--- config.mk ---
export PLATFORM = sky130hd
export DESIGN_NAME = dma_chan_engine
export DESIGN_NICKNAME = d
export VERILOG_FILES = /design/src/rtl/dma_chan_pkg.sv /design/src/rtl/dma_offset_unit.sv /design/src/rtl/dma_count_unit.sv /design/src/rtl/dma_bus_map.sv /design/src/rtl/dma_chan_engine.sv
export SDC_FILE = /design/constraint.sdc
export NUM_CORES = 1
export LEC_CHECK = 0
export BUFFER_PORTS_ARGS = -buffer_cell sky130_fd_sc_hd__buf_4
export CORE_AREA = 2 2 84 86
export DETAILED_ROUTE_END_ITERATION = 12
export DIE_AREA = 0 0 86 88
export MAX_ROUTING_LAYER = met4
export PLACE_DENSITY_LB_ADDON = 0.08
export RECOVER_POWER = 100
export SETUP_SLACK_MARGIN = 0.1
export SYNTH_ARGS = -nofsm -noshare
export SYNTH_HDL_FRONTEND = slang
export SYNTH_SLANG_ARGS = --single-unit
--- constraint.sdc ---
create_clock -name clk -period 2.9 [get_ports clk]
set_input_delay 0.145 -clock clk [delete_from_list [all_inputs] [get_ports clk]]
set_output_delay 0.145 -clock clk [all_outputs]
set_load 0.02 [all_outputs]
--- src/rtl/dma_chan_pkg.sv ---
package dma_chan_pkg;
  typedef enum logic [1:0] {
    SEL_OFFSET = 2'd0,
    SEL_COUNT  = 2'd1,
    SEL_PAGE   = 2'd2,
    SEL_MODE   = 2'd3
  } cfg_sel_e;
endpackage

--- src/rtl/dma_offset_unit.sv ---
module dma_offset_unit #(
  parameter int W = 16
) (
  input  logic         clk,
  input  logic         rst_n,
  input  logic         load_en,
  input  logic [W-1:0] load_val,
  input  logic [W-1:0] base_val,
  input  logic         step,
  input  logic         reload,
  output logic [W-1:0] cur
);
  always_ff @(posedge clk) begin
    if (!rst_n)       cur <= '0;
    else if (load_en) cur <= load_val;
    else if (step)    cur <= reload ? base_val : cur + W'(1);
  end
endmodule

--- src/rtl/dma_count_unit.sv ---
module dma_count_unit #(
  parameter int W = 16
) (
  input  logic         clk,
  input  logic         rst_n,
  input  logic         load_en,
  input  logic [W-1:0] load_val,
  input  logic [W-1:0] base_val,
  input  logic         step,
  input  logic         autoinit,
  output logic [W-1:0] cur,
  output logic         at_zero
);
  assign at_zero = (cur == '0);

  always_ff @(posedge clk) begin
    if (!rst_n)       cur <= '0;
    else if (load_en) cur <= load_val;
    else if (step)    cur <= (at_zero && autoinit) ? base_val : cur - W'(1);
  end
endmodule

--- src/rtl/dma_bus_map.sv ---
module dma_bus_map #(
  parameter int ADDR_W    = 16,
  parameter int PAGE_W    = 8,
  parameter bit WORD_MODE = 1'b0,
  localparam int BUS_W    = ADDR_W + PAGE_W
) (
  input  logic [PAGE_W-1:0] page,
  input  logic [ADDR_W-1:0] ofs,
  output logic [BUS_W-1:0]  bus
);
  generate
    if (WORD_MODE) begin : g_word
      logic unused_page_lsb;
      assign unused_page_lsb = page[0];
      assign bus = {page[PAGE_W-1:1], ofs, 1'b0};
    end else begin : g_byte
      assign bus = {page, ofs};
    end
  endgenerate
endmodule

--- src/rtl/dma_chan_engine.sv ---
module dma_chan_engine #(
  parameter int ADDR_W    = 16,
  parameter int PAGE_W    = 8,
  parameter bit WORD_MODE = 1'b0,
  localparam int BUS_W    = ADDR_W + PAGE_W,
  localparam int PAGE_LO  = WORD_MODE ? ADDR_W + 1 : ADDR_W
) (
  input  logic              clk,
  input  logic              rst_n,
  input  logic              cfg_we,
  input  logic [1:0]        cfg_sel,
  input  logic [ADDR_W-1:0] cfg_data,
  input  logic              mask_set,
  input  logic              mask_clr,
  input  logic              xfer_valid,
  output logic              xfer_ready,
  output logic [BUS_W-1:0]  bus_addr,
  output logic [ADDR_W-1:0] residue,
  output logic              tc
);
  import dma_chan_pkg::*;

  cfg_sel_e          sel;
  logic [ADDR_W-1:0] base_ofs, base_cnt, cur_ofs;
  logic [PAGE_W-1:0] page_q;
  logic              auto_q, masked_q, hs, cnt_zero, reload;
  logic              wr_ofs, wr_cnt, wr_page, wr_mode;

  assign sel     = cfg_sel_e'(cfg_sel);
  assign wr_ofs  = cfg_we && (sel == SEL_OFFSET);
  assign wr_cnt  = cfg_we && (sel == SEL_COUNT);
  assign wr_page = cfg_we && (sel == SEL_PAGE);
  assign wr_mode = cfg_we && (sel == SEL_MODE);

  assign xfer_ready = !masked_q;
  assign hs         = xfer_valid && xfer_ready;
  assign tc         = hs && cnt_zero;
  assign reload     = tc && auto_q;

  always_ff @(posedge clk) begin
    if (!rst_n) begin
      base_ofs <= '0;
      base_cnt <= '0;
      page_q   <= '0;
      auto_q   <= 1'b0;
    end else begin
      if (wr_ofs)  base_ofs <= cfg_data;
      if (wr_cnt)  base_cnt <= cfg_data;
      if (wr_page) page_q   <= cfg_data[PAGE_W-1:0];
      if (wr_mode) auto_q   <= cfg_data[0];
    end
  end

  always_ff @(posedge clk) begin
    if (!rst_n)                           masked_q <= 1'b1;
    else if ((tc && !auto_q) || mask_set) masked_q <= 1'b1;
    else if (mask_clr)                    masked_q <= 1'b0;
  end

  dma_offset_unit #(.W(ADDR_W)) u_ofs (
    .clk(clk), .rst_n(rst_n), .load_en(wr_ofs), .load_val(cfg_data),
    .base_val(base_ofs), .step(hs), .reload(reload), .cur(cur_ofs)
  );

  dma_count_unit #(.W(ADDR_W)) u_cnt (
    .clk(clk), .rst_n(rst_n), .load_en(wr_cnt), .load_val(cfg_data),
    .base_val(base_cnt), .step(hs), .autoinit(auto_q),
    .cur(residue), .at_zero(cnt_zero)
  );

  dma_bus_map #(.ADDR_W(ADDR_W), .PAGE_W(PAGE_W), .WORD_MODE(WORD_MODE)) u_map (
    .page(page_q), .ofs(cur_ofs), .bus(bus_addr)
  );


  count_step_chk: assert property (@(posedge clk) disable iff (!rst_n)
    (xfer_valid && xfer_ready && !cfg_we && residue != '0)
      |=> residue == $past(residue) - ADDR_W'(1));


  tc_only_at_zero_chk: assert property (@(posedge clk) disable iff (!rst_n)
    tc |-> (xfer_valid && xfer_ready && residue == '0));


  self_mask_chk: assert property (@(posedge clk) disable iff (!rst_n)
    (tc && !auto_q) |=> !xfer_ready);


  masked_frozen_chk: assert property (@(posedge clk) disable iff (!rst_n)
    (!xfer_ready && !cfg_we) |=> ($stable(residue) && $stable(bus_addr)));


  page_fixed_chk: assert property (@(posedge clk) disable iff (!rst_n)
    (xfer_valid && xfer_ready && !cfg_we)
      |=> $stable(bus_addr[BUS_W-1:PAGE_LO]));


  mask_set_chk: assert property (@(posedge clk) disable iff (!rst_n)
    mask_set |=> !xfer_ready);
endmodule

=== Yosys cells after proc, flatten, opt, wreduce, memory -nomap -nowiden ===
Index checks and enable logic that the tools add are counted.

* Register bits: 74
* Input bits: 24
* Logic and storage cells: 36

* Add/sub/neg operators: 2
* Equality and inequality tests: 3
* Mux-type cells: 6
* Bitwise gates (word level): 1
* Reduce and logical (&&, ||, !) cells: 17

{| class="wikitable"
|+ Operators with widths
! operator !! number
|-
| $mux W16 || 6
|-
| $add A16 B1 Y16 const B || 1
|-
| $logic_not A16 Y1 || 1
|-
| $sub A16 B1 Y16 const B || 1
|-
| $logic_and A1 B1 Y1 || 9
|-
| $eq A2 B2 Y1 const B || 2
|-
| $reduce_bool A2 Y1 || 2
|-
| $eq A2 B1 Y1 const B || 1
|-
| $logic_not A1 Y1 || 2
|-
| $logic_not A2 Y1 || 1
|-
| $reduce_or A2 Y1 || 1
|-
| $logic_or A1 B1 Y1 || 1
|-
| $not A1 Y1 || 1
|}

=== Depth between registers and ports, before layout ===
* Word-level depth: 7
* Depth in mapped cells: 9

=== Modules after synthesis ===
Synthesis repeated with hierarchy kept, for this count alone.

* Cells, all modules: 492
* Area, all modules: 4,169.0 um^2

{| class="wikitable"
|+ Modules (own cells, without submodules)
! module !! instances !! cells an instance !! area each (um^2) !! sequential area each (um^2)
|-
| dma_chan_engine || 1 || 163 || 1,615.3 || 840.8
|-
| dma_offset_unit || 1 || 156 || 1,224.9 || 320.3
|-
| dma_count_unit || 1 || 149 || 1,148.6 || 320.3
|-
| dma_bus_map || 1 || 24 || 180.2 || 0.0
|}

=== Worst setup path after synthesis ===
No wires, ideal clock.

* Path kind: register to register
* Start point: register u_cnt.cur[0]
* End point: register u_cnt.cur[11]
* Data arrival time: 2,212 ps
* Setup slack: 561 ps
* Cell stages (with the launch flop): 10
* Period minus slack after synthesis: 2,339 ps
* Path through: dfxtp_1 > inv_1 > ha_1 > or4b_1 > buf_2 > or4_4 > buf_6 > o21ai_1 > a21oi_1 > o21bai_1

* Cells in the longest elaborated chain, start to end: 5

{| class="wikitable"
|+ Ends and longest elaborated chain
! element !! RTL line !! source
|-
| start: declaration || dma_count_unit.sv:11 || <nowiki>output logic [W-1:0] cur,</nowiki>
|-
| start signal: assignment || dma_count_unit.sv:18 || <nowiki>else if (load_en) cur <= load_val;</nowiki>
|-
| start signal: assignment || dma_count_unit.sv:19 || <nowiki>else if (step) cur <= (at_zero && autoinit) ? base_val : cur - W'(1);</nowiki>
|-
| branches (longest 2 deep; another with $sub A16 B1 Y16) || n/a ||
|-
| $mux W16 * (2 in a row) || dma_count_unit.sv:19 ||
|-
| $mux W16 * || dma_count_unit.sv:18 ||
|}

Every way passes the cells marked *. The select of a mux whose other input is x is not followed.
A chain may end at the register's enable or synchronous reset.

=== Worst setup path after layout ===
* Start point: register u_cnt.cur[0]
* End point: register u_ofs.cur[5]

* Cells in the longest elaborated chain, start to end: 6

{| class="wikitable"
|+ Ends and longest elaborated chain
! element !! RTL line !! source
|-
| $logic_not A16 Y1 || dma_count_unit.sv:14 || <nowiki>assign at_zero = (cur == '0);</nowiki>
|-
| $logic_and A1 B1 Y1 || dma_chan_engine.sv:37 || <nowiki>assign tc = hs && cnt_zero;</nowiki>
|-
| $logic_and A1 B1 Y1 || dma_chan_engine.sv:38 || <nowiki>assign reload = tc && auto_q;</nowiki>
|-
| $mux W16 (2 in a row) || dma_offset_unit.sv:16 || <nowiki>else if (step) cur <= reload ? base_val : cur + W'(1);</nowiki>
|-
| $mux W16 || dma_offset_unit.sv:15 || <nowiki>else if (load_en) cur <= load_val;</nowiki>
|-
| end signal: assignment || dma_offset_unit.sv:15 ||
|-
| end signal: assignment || dma_offset_unit.sv:16 ||
|-
| end: declaration || dma_offset_unit.sv:11 || <nowiki>output logic [W-1:0] cur</nowiki>
|}

No other way between the ends. The select of a mux whose other input is x is not followed.

==> results by group <==
Worst setup path
  • Critical path fanouts, max: 9
  • Crit path DAT: 2.77 ns
  • Crit end category: register
  • WP data required: 3.07 ns
  • R2R setup slack: 0.30 ns
  • CP Launch Type: register
  • Setup CP Type: register to register

Detailed routing
  • DRT Wirelength: 9.792 mm
  • First-pass DRT Iterations: 4
  • Wirelength per Cell: 16.27 µm
  • # DRC: 0
  • Vias per inst: 5.962
  • Antenna viol nets, final: 0
  • Vias after detailed routing: 3,589
  • DRT iter0 DRCs: 211

Cells and area
  • ANT cells: 0
  • Fraction of layout cells with a size suffix above 1: 0.09387
  • Commonest cells after routing, fill and taps aside: nand2_1 (86), dfxtp_1 (74), a21oi_1 (53), clkbuf_1 (45), nor2_1 (32)
  • Layout overhead on the synthesized area: 14.71%
  • Most common cell after layout, fill and taps aside: nand2_1
  • Fin nets: 546
  • Post-route cell area: 4197 µm²
  • Final core utilization: 0.6316

Global route
  • Most used routing layer: met2
  • Routing usage on met1: 0.3417
  • Met3 Usage GRT: 0.03676
  • First-pass GRT wire length: 15.83 mm
  • Initial antenna violation count: 0
  • Grt total ovfl: 0
  • Largest net degree at the start of global routing: 65
  • Vias in the first global route: 3,300
  • Overall Global Routing Usage: 0.2727
  • Global-route met2 utilization: 0.4489

Synthesis
  • Synth cell types: 49
  • Mapped Cells: 464
  • Yosys warnings: 0
  • Asr flop ratio synth: 0
  • Share of the synthesized area in the top cell type: 0.4049
  • FF+latch count, synth: 74
  • Area leader, netlist: dfxtp_1
  • Number of synthesized flops with an enable pin: 0
  • Register area share after synthesis: 0.4049
  • Largest cells by area after synthesis: dfxtp_1 (40%), nand2_1 (8.8%), a21oi_1 (7.3%)
  • Syn nets: 490
  • Mapped cell area: 3659 µm²
  • Most common flop cell mapped by yosys: dfxtp_1
  • Synth Area per Inst: 7.885 µm²

Placement
  • Port bufs: 65
  • Placed inst area: 4192 µm²
  • Hpwl dp: 6.753 mm
  • GPL Wtd Cong: 0.9283

STA
  • RSZ-0062 raised after global routing: no
  • Max Freq: 384.6 MHz
  • Setup tns final: 0 ns
  • Setup violations, final: 0
  • Fin. max-slew vios: 0
  • Clock Skew: 0.007485 ns
  • Period utilization: 0.8966
  • Final hold violation count: 0
  • Period minus WS final: 2.600 ns
  • Worst slew pin tran: 1.349 ns
  • Slew headroom: 0.1008

Pwr
  • Tot Pwr: 2.203 mW
  • PD cells: 524.9 nW/µm²
  • LEAKAGE: 1.584 nW
  • VDD IR max: 0.3214 mV

Worst hold path
  • Worst min-delay path category: input pin to register

Outcome
  • Status: complete, no violations

CTS
  • TritonCTS buffer count: 9
  • CTS tree: built
  • CTS sink count: 74
  • Clk_lat worst skew: 0.34 ns
  • Clk root buf: clkbuf_8
  • H-tree depth: 3
  • Post-CTS Resized: 0
  • Bufs on Longest Clock Path: 2
  • Reg clk slew, reported paths: 0.07 ns

Floorplanning
  • Row count: 30
  • Total core area: 6644 µm²
  • Initial Util: 0.5507
  • Top Ports: 66
  • Die Y: 88 µm
  • Die width: 86 µm
  • Die area: 7568 µm²

Run
  • MaxCap Viol Count: 0
==> critical path: stages, from the launching register on <==
cell and delay (ns):
dfxtp_1 0.36, inv_1 0.07, ha_1 0.22, or4b_1 0.57
nor4_1 0.60, buf_4 0.28, nand2_1 0.08, mux2i_1 0.16
o22ai_1 0.08
==> where the power goes <==
group	switching (mW)	leakage [nW]	internal, mW
sequential	0.0561	0.603	1.06
clock	0.354	0.0815	0.345
combinational	0.236	0.900	0.150
==> metrics by stage <==
step           std cells  setup WS, ns  hold WS (ns)
3_5_place_dp         588        0.3416        0.3481
5_1_grt              602        0.1110       0.08308
6_report             602        0.3000       0.08141
4_1_cts              602        0.3099       0.06794
2_1_floorplan        464        0.5606        0.2471
3_3_place_gp         588        0.3742        0.3471
==> cell families after synthesis <==
group / after synthesis / synth area share
and+or+nand+nor: 176 / 0.2247
muxes: 13 / 0.03591
AOI/OAI and AO/OA: 141 / 0.2353
buffers and inverters: 37 / 0.04207
xor gates and xnor gates: 21 / 0.05027
adders and majority gates: 2 / 0.006839
DFF: 74 / 0.4049
==> what timing repair did <==
item | CTS | global route
hold buffers | 1 | 0
endpoints found under the setup margin | 0 | 0
buffers inserted | 0 | 0
hold endpoints to repair | 1 | 0
==> final cells by class <==
cell class                 instances  area (µm²)
timing repair buffer              75       401.6
tap                               80       100.1
inverter                           7       26.28
clock buffer                      13       158.9
multi-input combinational        353        2028
fill                             623        2447
sequential                        74        1481
==> sequential cells by signal (all words and copies together), names as in the netlist <==
signal and flops:
page_q 8, u_ofs.cur 16, u_cnt.cur 16, masked_q 1, base_ofs 16, base_cnt 16
auto_q 1
==> final timing paths <==
kind	start	end	cells after the start
setup / recovery	u_cnt.cur[0]	u_ofs.cur[5]	8
hold / removal	cfg_data[7]	page_q[7]	3
setup reg to reg	u_cnt.cur[0]	u_ofs.cur[5]	8
hold reg to reg	base_ofs[13]	base_ofs[13]	2
==> layer usage <==
metal	wire [µm]	vias to the layer above
met5	0	-
met4	159	0
met3	528	12
met2	4808	102
met1	4295	1696
li1	-	1779
==> cell usage after synthesis (all sizes together), types with 2 or more instances <==
master	n
o31ai	2
nand4	6
a21boi	18
nor2	32
nand3	9
and2	2
or3	2
clkbuf	22
and4	3
and3	2
or4	6
a21oi	53
o41ai	3
nor3	8
o21ai	24
mux2i	12
o211ai	12
ha	2
a31oi	5
xor2	9
or4b	2
a21o	2
or3b	2
nand2	86
buf	8
o22ai	12
nand3b	2
o32ai	4
nor4	8
inv	7
nand2b	2
xnor2	12
dfxtp	74
No activity file was read; power rests on OpenSTA's default activity.
